## src/rtl/exc_commit_pkg.sv

```systemverilog
package exc_commit_pkg;
    localparam int unsigned NSTG = 5;

    typedef enum logic [2:0] {
        STG_IF  = 3'd0,
        STG_ID  = 3'd1,
        STG_EX  = 3'd2,
        STG_MEM = 3'd3,
        STG_WB  = 3'd4
    } stage_e;
endpackage

```

## src/rtl/exc_tag_merge.sv

```systemverilog
module exc_tag_merge #(
    parameter int unsigned CW = 5
) (
    input  logic          in_vld,
    input  logic          in_exc,
    input  logic [CW-1:0] in_cause,
    input  logic          flt,
    input  logic [CW-1:0] flt_code,
    output logic          out_exc,
    output logic [CW-1:0] out_cause
);
    logic fresh;

    always_comb begin
        fresh     = in_vld && !in_exc && flt;
        out_exc   = in_exc || fresh;
        out_cause = fresh ? flt_code : in_cause;
    end
endmodule

```

## src/rtl/exc_wb_resolve.sv

```systemverilog
module exc_wb_resolve #(
    parameter int unsigned AW         = 32,
    parameter int unsigned CW         = 5,
    parameter logic [CW-1:0] INT_CODE = '0,
    parameter int unsigned INSN_BYTES = 4
) (
    input  logic          wb_vld,
    input  logic          wb_exc,
    input  logic [CW-1:0] wb_cause,
    input  logic [AW-1:0] wb_pc,
    input  logic          irq,
    input  logic          advance,
    output logic          take,
    output logic          retire,
    output logic [AW-1:0] epc,
    output logic [CW-1:0] cause
);
    localparam logic [AW-1:0] STEP = AW'(INSN_BYTES);

    logic take_fault;
    logic take_irq;

    always_comb begin
        take_fault = wb_vld && wb_exc;
        take_irq   = wb_vld && !wb_exc && irq;
        take       = take_fault || take_irq;
        retire     = wb_vld && !wb_exc && (advance || take_irq);
        if (take_fault) begin
            epc   = wb_pc;
            cause = wb_cause;
        end else begin
            epc   = wb_pc + STEP;
            cause = INT_CODE;
        end
    end
endmodule

```

## src/rtl/exc_commit_unit.sv

```systemverilog
module exc_commit_unit #(
    parameter int unsigned AW           = 32,
    parameter int unsigned CW           = 5,
    parameter logic [AW-1:0] HANDLER_PC = 32'h8000_0180,
    parameter logic [CW-1:0] INT_CODE   = '0,
    parameter int unsigned INSN_BYTES   = 4
) (
    input  logic               clk,
    input  logic               rst_n,
    input  logic               advance,
    input  logic               fetch_vld,
    input  logic [AW-1:0]      fetch_pc,
    input  logic [3:0]         flt_vld,
    input  logic [4*CW-1:0]    flt_code,
    input  logic               irq,
    output logic [3:0]         squash,
    output logic               flush,
    output logic [AW-1:0]      redirect_pc,
    output logic               epc_load,
    output logic [AW-1:0]      epc_val,
    output logic [CW-1:0]      cause_val,
    output logic               retire
);
    import exc_commit_pkg::*;

    localparam int unsigned NFS = NSTG - 1;

    typedef struct packed {
        logic          vld;
        logic          exc;
        logic [CW-1:0] cause;
        logic [AW-1:0] pc;
    } slot_t;

    slot_t [NSTG-1:0] st_d, st_q, eff;

    logic [NFS-1:0] m_exc;
    logic [CW-1:0]  m_cause [NFS];
    logic           take;

    logic [NSTG-1:0] vld_vec;
    logic [NSTG-1:0] tag_vec;

    // Tag merge for every stage that may detect a fault
    for (genvar g = 0; g < NFS; g++) begin : g_merge
        exc_tag_merge #(.CW(CW)) u_merge (
            .in_vld   (st_q[g].vld),
            .in_exc   (st_q[g].exc),
            .in_cause (st_q[g].cause),
            .flt      (flt_vld[g]),
            .flt_code (flt_code[g*CW +: CW]),
            .out_exc  (m_exc[g]),
            .out_cause(m_cause[g])
        );
    end

    exc_wb_resolve #(
        .AW(AW), .CW(CW), .INT_CODE(INT_CODE), .INSN_BYTES(INSN_BYTES)
    ) u_resolve (
        .wb_vld  (st_q[STG_WB].vld),
        .wb_exc  (st_q[STG_WB].exc),
        .wb_cause(st_q[STG_WB].cause),
        .wb_pc   (st_q[STG_WB].pc),
        .irq     (irq),
        .advance (advance),
        .take    (take),
        .retire  (retire),
        .epc     (epc_val),
        .cause   (cause_val)
    );

    always_comb begin
        for (int k = 0; k < NFS; k++) begin
            eff[k].vld   = st_q[k].vld;
            eff[k].exc   = m_exc[k];
            eff[k].cause = m_cause[k];
            eff[k].pc    = st_q[k].pc;
        end
        eff[STG_WB] = st_q[STG_WB];

        st_d = st_q;
        if (take) begin
            st_d = '0;
        end else if (advance) begin
            st_d[STG_IF].vld   = fetch_vld;
            st_d[STG_IF].exc   = 1'b0;
            st_d[STG_IF].cause = '0;
            st_d[STG_IF].pc    = fetch_pc;
            for (int k = 1; k < NSTG; k++) begin
                st_d[k] = eff[k-1];
            end
        end else begin
            for (int k = 0; k < NFS; k++) begin
                st_d[k] = eff[k];
            end
        end

        for (int k = 0; k < NFS; k++) begin
            squash[k] = take || eff[k].exc;
        end
        for (int k = 0; k < NSTG; k++) begin
            vld_vec[k] = st_q[k].vld;
            tag_vec[k] = st_q[k].exc;
        end
    end

    always_ff @(posedge clk) begin
        if (!rst_n) begin
            st_q <= '0;
        end else begin
            st_q <= st_d;
        end
    end

    assign flush       = take;
    assign epc_load    = take;
    assign redirect_pc = HANDLER_PC;
endmodule

```

## config.mk

```make
export PLATFORM = sky130hd
export DESIGN_NAME = exc_commit_unit
export DESIGN_NICKNAME = d
export VERILOG_FILES = /design/src/rtl/exc_commit_pkg.sv /design/src/rtl/exc_tag_merge.sv /design/src/rtl/exc_wb_resolve.sv /design/src/rtl/exc_commit_unit.sv
export SDC_FILE = /design/constraint.sdc
export NUM_CORES = 1
export LEC_CHECK = 0
export BUFFER_PORTS_ARGS = -buffer_cell sky130_fd_sc_hd__buf_2
export CAP_MARGIN = 10
export CORE_UTILIZATION = 61
export DETAILED_ROUTE_END_ITERATION = 7
export PLACE_DENSITY = 0.88
export SYNTH_ARGS = -nofsm -noshare
export SYNTH_HDL_FRONTEND = slang
export SYNTH_HIERARCHICAL = 1
export SYNTH_SLANG_ARGS = --single-unit
export TNS_END_PERCENT = 10
```

## constraint.sdc

```tcl
create_clock -name clk -period 4.3 [get_ports clk]
set_input_delay 0.645 -clock clk [delete_from_list [all_inputs] [get_ports clk]]
set_output_delay 0.645 -clock clk [all_outputs]
set_load 0.03 [all_outputs]
```

==> flow_metrics.tcl <==
set metrics [dict create \
    outcome "completed" \
    max_freq_mhz 321 \
    cts_buffers 17 \
    cts.clk_slew.worst_paths_ns 0.06 \
    seq_area_frac_synth_pct 46.9 \
    wl_met1_um 6450 \
    synth_commonest_cells "dfxtp_1, nor2_1, mux2i_1" \
    crit_type "flop to output pin" \
    met2WireLength_um 7410 \
    rsz0062_at_grt "false" \
    num_io_pins 137 \
    grt_pass1_wl_um 24600 \
    synth_edf_count 0 \
    initial_core_util_pct 62.6 \
    hp-class "input pin to flop" \
    overflow 0 \
    insertion_delay_ns 0.42 \
    critical_path.cell_chain "ha_1 > inv_1 > nor4_4 > nand4_1 > xnor2_1 > buf_2" \
    min_path_cells 3 \
    dr.pass1.iters 4 \
    synth_top_cell_area_share_pct 46.9 \
    leakage_nw 4.49 \
    synth.area.top_cells "dfxtp_1, mux2i_1, nor2_1" \
    slew_headroom_pct 43.8 \
    nNetsFinal 924 \
    cts_hold_buf 0 \
    setup_viol 0 \
    drive_gt1_share_pct 20.1 \
    diodes 0 \
    area.growth.synth_to_final_pct 10.8 \
    tightest_slew_ns 0.843 \
    post_cts_buffers 0 \
    vdd_drop_max_uv 324 \
    critical-path-max-stage-delay_ns 0.65 \
    placementRows 42 \
    ant_nets 0 \
    skew_ns 0.00560 \
    die_area_um2 14100 \
    maxCapViolCount 0 \
    crit_required_ns 3.65 \
    drtIter0Drc 306 \
    ys.flop_type "dfxtp_1" \
    clock_sinks 195 \
    design.core.area_um2 13300 \
    dieHeight_um 119 \
    drc 0 \
    cpMaxStageDelayCell "nor4_4" \
    finalHoldViolCount 0 \
    yosysTopAreaCell "dfxtp_1" \
    clock-root-buffer "clkbuf_16" \
    gp_congestion 0.828 \
    power.density_nw_per_um2 414 \
    io_buffer_count 104 \
    die_x_um 119 \
    cts_tree "done" \
    syn_area_um2 8320 \
    grt_max_degree 108 \
    hpwl_um 9560 \
    fin_crit_sh_pct 72.4 \
    cp.depth 6 \
    grt_usage_pct 21.9 \
    dr.max_layer_used "met4" \
    clock_path_buffers 2 \
    critPathLaunchType "flop" \
    cp.arrival_ns 2.47 \
    synth_most_common_cell "dfxtp_1" \
    tns_ns 0 \
    reg2reg_depth 4 \
    netlist_instances 784 \
    ctsResizeCount 0 \
    yosysUniqueCellTypes 32 \
    slew_violations 0 \
    dp.cells 1019 \
    routedWlPerCell_um 14.2 \
    finalNonFillerCells 1051 \
    route.met3.wl_um 928 \
    synth-async-reset-ratio_pct 0 \
    grt_pass1_vias 5094 \
    drt_wl_total_um 14900 \
    fillers 1031 \
    vias_per_cell 5.19 \
    antenna_found_initial 0 \
    timing.final.ws_setup_ns 1.19 \
    num_vias 5457 \
    syn-mean-instance-area_um2 10.6 \
    critPathTopFamily "simple AND/OR/NAND/NOR gates" \
    cp_max_fo 10 \
    layout_min_cycle_time_ns 3.11 \
    htreeDepth 4 \
    yosys_warnings 6 \
    pre_cts_ws_ns 1.71 \
    holdWs_ns 0.456 \
    synth_seq_cells 195 \
    cp-end-kind "output pin" \
    critPathBufInv 2 \
]
==> cells in the final DEF (no fill, tap or decap), types with 2 or more instances in the layout <==
cell type,synthesis,final
mux2_4,20,20
buf_2,8,103
clkinv_2,0,2
nor2_1,194,194
nor3b_1,2,2
xor2_1,4,4
clkbuf_1,1,5
and2_1,6,6
buf_4,45,2
a21o_2,4,4
mux2i_1,189,189
conb_1,2,32
or2_2,5,5
and3_1,9,9
nand4_1,15,15
and4_1,2,2
nand3b_4,4,4
nand2_1,10,10
xnor2_1,25,25
buf_12,0,2
clkbuf_16,0,17
nand3_1,6,6
bufinv_16,0,5
dfxtp_1,195,195
inv_1,3,3
==> state kept, by name (all words and copies together) (netlist names) <==
signal,count
eff,171
st_q,24
==> cells by family after synthesis <==
logic type | synth area share, %
AOI/OAI and AO/OA | 0.631
xor gates and xnor gates | 3.05
adders and majority gates | 0.150
buffers and inverters | 8.10
DFF | 46.9
muxes | 26.5
other | 0.0902
and+or+nand+nor | 14.6
==> metrics by stage <==
stage | utilization [%] | cell area, um2 | power [mW]
2_1_floorplan | - | 8430 | 2.15
3_3_place_gp | 64.6 | 8580 | 2.16
3_5_place_dp | 64.6 | 8580 | 2.17
4_1_cts | 69.3 | 9220 | 3.85
5_1_grt | 69.3 | 9220 | 3.95
6_report | 69.3 | 9220 | 3.81
==> layer usage <==
metal / vias up / global-route usage, %
met5: - / 0
met4: 0 / 6.57
met3: 13 / 6.81
met2: 133 / 37.4
met1: 2578 / 26.4
li1: 2733 / -
==> cell type report <==
| type | instances | area (um2) | share of cell area [%] |
|---|---|---|---|
| clock buffers | 23 | 458 | 4.97 |
| flip-flops and latches | 195 | 3900 | 42.3 |
| repair buffers | 108 | 586 | 6.35 |
| inverters | 3 | 11.3 | 0.122 |
| multi-input cells | 537 | 3860 | 41.9 |
| well taps | 176 | 220 | 2.39 |
| clock inverters | 9 | 176 | 1.91 |
==> report_power, final <==
group	internal, mW	switching [mW]	leakage [nW]
Sequential	1.85	0.0225	1.58
Combinational	0.104	0.155	2.60
Clock	1.05	0.638	0.306
==> tightest hold or removal path, cell delays in order <==
cell     delay (ns)
buf_2          0.07
mux2i_1        0.05
nor2_1         0.07
==> worst paths after layout <==
kind / start / end / slack [ns]
max: eff[158]$_SDFFE_PP0P_ / epc_val[30] / 1.19
min: fetch_pc[5] / eff[5]$_SDFFE_PP0P_ / 0.46
max reg2reg: eff[193]$_SDFFE_PP0P_ / eff[140]$_SDFFE_PP0P_ / 2.05
min reg2reg: eff[5]$_SDFFE_PP0P_ / eff[5]$_SDFFE_PP0P_ / 0.49
Power figures use the tool's default switching activity.
